<file path="src/rtl/lane_strobe_pkg.sv">
package lane_strobe_pkg;

  typedef enum logic [1:0] {
    BURST_FIXED = 2'b00,
    BURST_INCR  = 2'b01,
    BURST_WRAP  = 2'b10,
    BURST_RSVD  = 2'b11
  } burst_e;

  // Strobes from control to datapath
  typedef struct packed {
    logic [2:0] sizeLog;   // clamped log2 of beat bytes
    logic       useStart;  // take lane offset from start address
    logic       trimLow;   // clear lanes below the offset
    logic       kill;      // force an all-zero mask
  } laneCtl_t;

endpackage

</file>
<file path="src/rtl/lane_strobe_ctl.sv">
module lane_strobe_ctl
  import lane_strobe_pkg::*;
#(
  parameter int DATA_W = 64,
  localparam int LANES = DATA_W / 8,
  localparam int OFF_W = $clog2(LANES)
) (
  input  logic       beatValid,
  input  logic [2:0] xferSize,
  input  logic [1:0] burstKind,
  input  logic       firstBeat,
  output laneCtl_t   ctl
);

  burst_e kind;

  always_comb begin
    kind         = burst_e'(burstKind);
    ctl.kill     = !beatValid || (kind == BURST_RSVD);
    ctl.useStart = (kind == BURST_FIXED);
    ctl.trimLow  = firstBeat;
    // A size wider than the bus collapses to the full bus
    if (xferSize > 3'(OFF_W)) ctl.sizeLog = 3'(OFF_W);
    else                      ctl.sizeLog = xferSize;
  end

endmodule

</file>
<file path="src/rtl/lane_strobe_dp.sv">
module lane_strobe_dp
  import lane_strobe_pkg::*;
#(
  parameter int DATA_W = 64,
  parameter int ADDR_W = 16,
  localparam int LANES = DATA_W / 8,
  localparam int OFF_W = $clog2(LANES)
) (
  input  logic              clk,
  input  logic              rstN,
  input  logic [ADDR_W-1:0] beatAddr,
  input  logic [ADDR_W-1:0] startAddr,
  input  laneCtl_t          ctl,
  output logic [LANES-1:0]  laneMask
);

  logic [ADDR_W-1:0] selAddr;
  logic [OFF_W-1:0]  offset;

  assign selAddr = ctl.useStart ? startAddr : beatAddr;
  assign offset  = selAddr[OFF_W-1:0];

  // One lane decision per byte of the bus
  for (genvar i = 0; i < LANES; i++) begin : g_lane
    logic [OFF_W-1:0] laneIdx;
    logic             sameGroup;
    logic             keepLane;
    assign laneIdx     = OFF_W'(i);
    assign sameGroup   = ((laneIdx ^ offset) >> ctl.sizeLog) == '0;
    assign keepLane    = !ctl.trimLow || (laneIdx >= offset);
    assign laneMask[i] = !ctl.kill && sameGroup && keepLane;
  end

  // Checking aid: lanes strictly below the start offset
  logic [LANES-1:0] belowStart;
  for (genvar j = 0; j < LANES; j++) begin : g_below
    assign belowStart[j] = (j < int'(offset));
  end


  kill_zero_chk: assert property (@(posedge clk) disable iff (!rstN)
    ctl.kill |-> laneMask == '0);


  lane_count_chk: assert property (@(posedge clk) disable iff (!rstN)
    (!ctl.kill && !ctl.trimLow) |-> $countones(laneMask) == (1 << ctl.sizeLog));


  first_trim_chk: assert property (@(posedge clk) disable iff (!rstN)
    (!ctl.kill && ctl.trimLow) |-> (laneMask & belowStart) == '0);

endmodule

</file>
<file path="src/rtl/lane_strobe_gen.sv">
module lane_strobe_gen
  import lane_strobe_pkg::*;
#(
  parameter int DATA_W  = 64,
  parameter int ADDR_W  = 16,
  parameter bit REG_OUT = 1'b1,
  localparam int LANES  = DATA_W / 8
) (
  input  logic              clk,
  input  logic              rstN,
  input  logic              beatValid,
  input  logic [ADDR_W-1:0] beatAddr,
  input  logic [ADDR_W-1:0] startAddr,
  input  logic [2:0]        xferSize,
  input  logic [1:0]        burstKind,
  input  logic              firstBeat,
  output logic [LANES-1:0]  laneMask,
  output logic              maskValid
);

  laneCtl_t         ctl;
  logic [LANES-1:0] combMask;

  lane_strobe_ctl #(.DATA_W(DATA_W)) i_ctl (
    .beatValid (beatValid),
    .xferSize  (xferSize),
    .burstKind (burstKind),
    .firstBeat (firstBeat),
    .ctl       (ctl)
  );

  lane_strobe_dp #(.DATA_W(DATA_W), .ADDR_W(ADDR_W)) i_dp (
    .clk       (clk),
    .rstN      (rstN),
    .beatAddr  (beatAddr),
    .startAddr (startAddr),
    .ctl       (ctl),
    .laneMask  (combMask)
  );

  if (REG_OUT) begin : g_reg
    always_ff @(posedge clk or negedge rstN) begin
      if (!rstN) begin
        laneMask  <= '0;
        maskValid <= 1'b0;
      end else begin
        laneMask  <= combMask;
        maskValid <= beatValid;
      end
    end


    reg_delay_chk: assert property (@(posedge clk) disable iff (!rstN)
      $past(rstN) |-> (laneMask == $past(combMask)) && (maskValid == $past(beatValid)));
  end else begin : g_comb
    assign laneMask  = combMask;
    assign maskValid = beatValid;
  end


  idle_zero_chk: assert property (@(posedge clk) disable iff (!rstN)
    !maskValid |-> laneMask == '0);


  fixed_stable_chk: assert property (@(posedge clk) disable iff (!rstN)
    (beatValid && burstKind == BURST_FIXED && !firstBeat &&
     $past(beatValid && burstKind == BURST_FIXED && !firstBeat) &&
     $stable(startAddr) && $stable(xferSize)) |-> $stable(combMask));

endmodule

</file>
<file path="config.mk">
export PLATFORM = sky130hd
export DESIGN_NAME = lane_strobe_gen
export DESIGN_NICKNAME = d
export VERILOG_FILES = /design/src/rtl/lane_strobe_pkg.sv /design/src/rtl/lane_strobe_ctl.sv /design/src/rtl/lane_strobe_dp.sv /design/src/rtl/lane_strobe_gen.sv
export SDC_FILE = /design/constraint.sdc
export NUM_CORES = 1
export LEC_CHECK = 0
export ABC_AREA = 0
export BUFFER_PORTS_ARGS = -buffer_cell sky130_fd_sc_hd__buf_2
export CAP_MARGIN = 0
export CORE_UTILIZATION = 37
export DETAILED_ROUTE_END_ITERATION = 7
export PLACE_DENSITY = 0.77
export RECOVER_POWER = 50
export SLEW_MARGIN = 20
export SYNTH_ARGS = -nofsm -noshare
export SYNTH_HDL_FRONTEND = slang
export SYNTH_HIERARCHICAL = 1
export SYNTH_SLANG_ARGS = --single-unit
</file>
<file path="constraint.sdc">
create_clock -name clk -period 0.8 [get_ports clk]
set_clock_uncertainty 0.05 [all_clocks]
set_input_delay 0.12 -clock clk [delete_from_list [all_inputs] [get_ports clk]]
set_output_delay 0.12 -clock clk [all_outputs]
set_load 0.01 [all_outputs]
</file>
==> results of run 1 <==
==> area by class of cell <==
class | count | area (sq um) | area share
Clock buffer | 4 | 26.28 | 0.02605
Inverter | 1 | 3.754 | 0.003722
Multi-Input combinational cell | 53 | 459.2 | 0.4553
Sequential cell | 9 | 225.2 | 0.2233
Tap cell | 16 | 20.02 | 0.01985
Timing Repair Buffer | 41 | 274.0 | 0.2717
==> kinds of logic after synthesis <==
kind of cell	share of synthesized area
other	0.006117
AND/OR/NAND/NOR	0.2388
AO/OA/AOI/OAI	0.2245
multiplexers	0.09183
flip-flops	0.3674
buffers and inverters	0.07141
==> layout by cell type (no fill, tap or decap), types with 2 or more instances in the layout <==
master and instances:
buf_2 20, buf_4 14, dfrtp_1 9, nor2_1 8, nor3_1 4, buf_6 4, clkbuf_4 3, mux2_4 3
nand2_1 3, a21oi_1 3, clkbuf_1 2, dlygate4sd3_1 2, nor2_4 2, mux2i_4 2, o21ai_0 2
==> metrics by stage <==
stage / power [uW] / setup TNS [ns] / util
final: 1321 / -4.628 / 0.6617
after global routing: 1381 / -5.154 / 0.6617
after CTS: 1267 / -4.239 / 0.6182
after detailed placement: 846.1 / -5.534 / 0.5090
after global placement: 836.6 / -5.279 / 0.5090
after floorplan: 729.3 / -3.510 / -
==> registers in the layout, indices dropped and copies added, names as in the netlist <==
| name | cells |
|---|---|
| laneMask | 8 |
| maskValid | 1 |
==> report_power, final <==
part | switching [uW] | internal (uW) | leakage [uW]
logic | 255 | 241 | 0.000351
clock network | 135 | 191 | 0.0000150
registers | 7.44 | 491 | 0.000115
==> path summary, 6_finish.rpt <==
kind / start / to / slack (ns) / depth (start not counted)
setup / recovery: burstKind[0] / laneMask[2]$_DFF_PN0_ / -0.53 / 7
hold / removal: firstBeat / laneMask[6]$_DFF_PN0_ / 0.08 / 2
max in group asynchronous: rstN / laneMask[3]$_DFF_PN0_ / 0.11 / 2
min in group asynchronous: rstN / laneMask[6]$_DFF_PN0_ / 0.28 / 2
==> what timing repair did <==
action / in CTS / in global routing
endpoints found under the setup margin: 17 / 17
pin swaps: 6 / 6
hold endpoints to repair: 10 / 0
buffers inserted: 7 / 4
cloned: 1 / 0
gates resized for setup: 11 / 6
hold buffers: 2 / 0
==> routing by layer <==
metal,global-route usage,vias to the layer above,part of all wire
met5,0,-,0
met4,0.1313,0,0.035
met3,0.03830,10,0.084
met2,0.4000,49,0.52
met1,0.1979,326,0.36
li1,-,328,-
==> impl_summary.md, run 1 <==
Detailed routing
After detailed routing, the average wire length per cell comes to ~16 um. The via total after detailed routing is around 700. The first detailed-routing pass took 4 iterations. The per-cell via count in the routed design is 5.750. The iteration-0 DRC count of the detailed router is 25. The final antenna-violating net count is 0.

Summed over all layers, the routed wires come to 1.936 mm. For this run, design rule violations remaining after detail routing come to 0.

Clock tree
The longest clock path from root to sink contains 2 buffers. The clock tree from TritonCTS is done. The number of clock sinks is 9. The clock slew seen by the registers of the worst setup and hold paths is about 0.060 ns. The number of buffers added by the clock tree synthesis step is 3.

In this run the number of H-tree levels came out at 1. The root cell of the clock tree is clkbuf_4.

Logic synthesis
The cell with the most instances after synthesis is nor2_1. Yosys mapped the design onto 33 distinct sky130hd cell types. The number of nets handed over by synthesis was 109.

The gate count of the mapped netlist is 68. The largest area contributor in the synthesized netlist is dfrtp_1. The most used flip-flop cell after synthesis is dfrtp_1. The post-synthesis instance area is 613.1 sq um. Yosys attributes the largest share of cell area to dfrtp_1 (37%), nor2_1 (6.1%), mux2i_1 (4.9%), a21oi_1 (4.1%), nor3_1 (4.1%).

Synthesis inferred 9 register bits. The average cell area after synthesis is 9.016 sq um. After synthesis, the share of flip-flops with an asynchronous set or reset is 1.000. Of the synthesized area, sequential elements account for 0.3673. Counting flops with a built-in enable in the synthesized netlist gives 0.

Of the post-synthesis cell area, the dominant cell type holds 0.3673. By count the netlist is led by nor2_1 (10), dfrtp_1 (9), a21oi_1 (5), nor3_1 (5). The count of yosys warnings during synthesis is 6.

Floorplanning
The initial utilization of the core area, before any placement, comes to 0.4023. The floorplan die width is 42.71 um. Row generation in the floorplan step produced 14 rows. After floorplanning, the core was sized to cover 0.001524 sq mm. 50 I/O pins were placed. The die covers about 0.0018 sq mm.

The height of the die is 42.71 um.

Cells and area
The fraction of layout cells with a size suffix above 1 is 0.5648. The number of diodes is 0. The post-route cell area is 0.001008 sq mm. The count of filler cells inserted in the layout is 122.

From synthesis to final layout, the design area changed by 64.49%. At the end of the flow, the number of nets in the layout was 150. The final instance count without filler cells is roughly 120.

Power and ir drop
VDD sags by at most 534.8 uV. For this design the static power due to leakage is 0.0004806 uW. The power density of the placed cells is approximately 1300 mW/mm^2.

STA
The maximum clock frequency is 752.3 MHz. Setup violations remaining at the end of the flow were counted as 17. In the post-route analysis, the smallest setup slack over all paths is -0.5293 ns. The final count of hold timing violations was 0. The final clock period utilization by the worst path is 1.662.

Setup repair after global routing could not meet its margin everywhere. The worst hold slack across all endpoints is 0.07504 ns. The number of pins with negative max-slew slack in the final report is 0. The time the worst path needs with I/O delays and setup is 1.329 ns.

Setup path
On the critical path, the stage with the largest delay is an instance of mux2i_4. In this run the worst path has a maximum fanout of 6. The critical path goes through buf_6 > nor2_4 > buf_4 > mux2i_4 > nor2_1 > a211oi_1 > o311a_1. The worst setup path is captured at a flop. The kind of launch point of the worst setup path is an input port. The type of the setup path with the least slack is in2reg. The maximum cell stage delay along the critical path is 0.27 ns. The critical path contains buffers and inverters numbering 2 combined. The worst path arrival time is 1.45 ns. The cell type group with the largest total delay on the critical path is compound AO/OA/AOI/OAI gates. At the worst endpoint, the required time is roughly 0.92 ns.

Global routing
The first global-routing pass estimated 2.815 mm of wire. After global routing the overflow that remains totals 0. The global-route total usage across every layer is 0.2090.

Entering global routing, the biggest net connects 11 pins. The initial antenna violation count is 0. The number of global-route vias before repair came to 657.

Worst hold path
In this run the worst hold path is classified as in2reg.

Place
The minimum setup slack after placement is -0.7866 ns. The final RePlAce weighted congestion is between 0.9 and 1. After detailed placement, the total cell area comes to between 700 and 800 sq um. The count of port buffers added during placement is 23. The placed instance count is 106.

Outcome
The final reports fail on setup timing. The run finished, with violations left.

Run
The number of max-cap violations is 0.
Power figures use the tool's default switching activity.
==> inputs of run 2 (changes only) <==
--- a/config.mk
+++ b/config.mk
@@ -11,7 +11,7 @@
 export CORE_UTILIZATION = 37
 export DETAILED_ROUTE_END_ITERATION = 7
 export PLACE_DENSITY = 0.77
-export RECOVER_POWER = 50
+export REMOVE_ABC_BUFFERS = 1
 export SLEW_MARGIN = 20
 export SYNTH_ARGS = -nofsm -noshare
 export SYNTH_HDL_FRONTEND = slang
==> run 2 against run 1 <==
Compared with the run above: the run still ends with setup timing left; combinational power hardly changed; sequential power hardly changed; sequential share of layout area is 0.28 points higher; hold slack better by 0.047 ns; total power is 0.34% lower; design area is 1.2% lower; critical path depth stayed put.
==> impl_summary.md, run 2 (same netlist as run 1, synthesis figures left out) <==
Outcome
Status: finished, violations left (unchanged). Violated checks: setup timing (unchanged).

Detailed routing
The number of detailed-routing iterations run before antenna repair is 4 (unchanged). The total length of routed wires is 2.164 mm (was 1.936 mm). The iteration-0 DRC count of the detailed router is 26 (was 25).

The DRC violation count after routing is 0 (unchanged). The per-cell via count in the routed design was 5.911 (was 5.750). The final antenna-violating net count is 0 (unchanged). The average routed wire per standard cell is 17.59 um (was 15.61 um).

The via total after detailed routing is 727 (was 713).

Floorplanning
The die area is 0.001824 sq mm (unchanged). The floorplan die width is 42.71 um (unchanged). The count of boundary I/O pins was 50 (unchanged). The initial core utilization is 0.4023 (unchanged). The number of standard-cell rows in the floorplan is 14 (unchanged). The height of the die is 42.71 um (unchanged).

The core outline area was 0.001524 sq mm (unchanged).

Global routing
The global-route total usage across every layer is 0.2199 (was 0.2090). The initial antenna violation count was 0 (unchanged). The number of global-route vias before repair was 705 (was 657). The wire length of the first global-routing pass is 2.911 mm (was 2.815 mm). The met1 track demand over resource is 0.2011 (was 0.1979). The met3 layer usage reported by global route is 0.02979 (was 0.03830). The global routing's busiest layer is met2 (unchanged). The met2 track utilization from global routing was 0.3909 (was 0.4000). The global-route congestion overflow total is 0 (unchanged).

The maximum number of pins on one net before global-route repair was 14 (was 11).

Setup path
The buffer and inverter count on the worst path came to 2 (unchanged). The kind of launch point of the worst setup path is an input port (unchanged). Cells along the critical path: buf_6 > nor2_4 > buf_6 > mux2i_1 > nor2_1 > o21ai_0 > o311a_1 (was buf_6 > nor2_4 > buf_4 > mux2i_4 > nor2_1 > a211oi_1 > o311a_1). The worst path arrival time is 1.51 ns (was 1.45 ns).

The maximum cell stage delay along the critical path is 0.43 ns (was 0.27 ns). The category of the worst setup path capture point is a flop (unchanged). The type of the setup path with the least slack was in2reg (unchanged). The maximum fanout encountered on the critical timing path is 5 (was 6). The critical path depth in cells is 7 (unchanged). The data required time of the worst path is 0.93 ns (was 0.92 ns). The critical-path cell with the highest stage delay is mux2i_1 (was mux2i_4). The cell type group with the largest total delay on the critical path is compound AO/OA/AOI/OAI gates (unchanged). Among the stages of the critical path, the cell type that occurs most often is buf_6.

Place
The post-place instance area is 790.8 sq um (was 775.7 sq um). The count of port buffers added during placement came to 23 (unchanged). The minimum setup slack after placement is -0.7880 ns (was -0.7866 ns). The final RePlAce weighted congestion was 0.8557 (was 0.9315). The post-DP HPWL is 1.174 mm.

Cells and area
The flip-flop count of the largest register after layout came to 8 (unchanged). The number of diodes is 0 (unchanged). The register containing the most flip-flops in the final layout is laneMask (unchanged). Biggest registers after layout: laneMask (8), maskValid (1) (unchanged). The most common cell after layout, fill and taps aside is buf_2 (unchanged).

Top library cells by usage in the layout, fill and taps aside: buf_2 (21), buf_4 (10), dfrtp_1 (9), nor2_1 (8), buf_6 (7) (was buf_2 (20), buf_4 (14), dfrtp_1 (9), nor2_1 (8)). The area growth from synthesis to layout is 62.45% (was 64.49%). The final-stage net count is 149 (was 150).

The post-route cell area is 996.0 sq um (was 0.001008 sq mm). The fraction of layout cells with a size suffix above 1 is 0.5888 (was 0.5648). The count of filler cells inserted in the layout is 126 (was 122).

STA
The final worst-path setup slack came to -0.5822 ns (was -0.5293 ns). Setup repair after global routing missed its margin: yes (unchanged). The maximum clock frequency is 723.5 MHz (was 752.3 MHz). The time the worst path needs with I/O delays and setup is 1.382 ns (was 1.329 ns).

The number of pins with negative max-slew slack in the final report is 0 (unchanged). The final count of negative-setup-slack endpoints is 17 (unchanged). The final count of hold timing violations is 0 (unchanged). The final clock period utilization by the worst path is 1.728 (was 1.662). The worst hold slack across all endpoints came to 0.1225 ns (was 0.07504 ns).

Clock tree
The number of levels the H-tree was split into is 1 (unchanged). The number of clock sinks came to 9 (unchanged). The root cell of the clock tree is clkbuf_4 (unchanged). The clock tree from TritonCTS is done (unchanged). The clock slew seen by the registers of the worst setup and hold paths was 0.05 ns (was 0.06 ns).

The maximum number of buffers from clock root to sink is 2 (unchanged). The number of buffers added by the clock tree synthesis step was 3 (unchanged).

Worst hold path
The class of the tightest hold or removal check is in2reg (unchanged). The number of instances on the worst hold path is 2 (unchanged).

Run
The number of max-cap violations was 0 (unchanged).

Power and ir drop
The leakage power was 0.0004709 uW (was 0.0004806 uW). The worst-case vdd ir drop came to 542.2 uV (was 534.8 uV). The power density of the placed cells is 1322 mW/mm^2 (was 1310 mW/mm^2).
==> run 2: final timing paths <==
path | startpoint | to | slack [ns]
max | burstKind[1] | laneMask[2]$_DFF_PN0_ | -0.58
min | firstBeat | laneMask[6]$_DFF_PN0_ | 0.12
max in group asynchronous | rstN | laneMask[6]$_DFF_PN0_ | 0.33
min in group asynchronous | rstN | laneMask[2]$_DFF_PN0_ | 0.21
==> run 2: through the flow <==
step	utilization	setup TNS, ns	std cells	total power, uW
after floorplan	-	-4.820	62	691.8
final	0.6535	-4.565	123	1316
after CTS	0.6010	-4.313	121	1246
after global placement	0.5189	-5.369	112	842.5
after global routing	0.6535	-4.934	123	1386
after detailed placement	0.5189	-5.804	112	853.8
==> run 2: final cells by class <==
type	instances	area [sq um]	area share
Multi-Input combinational cell	53	441.7	0.4435
Timing Repair Buffer	40	279.0	0.2802
Sequential cell	9	225.2	0.2261
Clock buffer	4	26.28	0.02638
Tap cell	16	20.02	0.02010
Inverter	1	3.754	0.003769
==> run 2: where the power goes <==
group          switching [uW]  total, uW  internal (uW)  leakage [uW]
clock network             133        323            191     0.0000150
logic                     259        494            235      0.000341
registers                7.53        499            492      0.000115
==> run 2: per-layer routing <==
| layer | wire length (um) | vias up |
|---|---|---|
| li1 | - | 327 |
| met1 | 738 | 343 |
| met2 | 1201 | 47 |
| met3 | 135 | 10 |
| met4 | 89 | 0 |
| met5 | 0 | - |
==> run 2: repair_timing <==
action,CTS,global route
buffers inserted,3,1
cloned,0,1
pin swaps,4,8
hold endpoints to repair,10,0
hold buffers,2,0
endpoints found under the setup margin,17,17
gates resized for setup,12,14
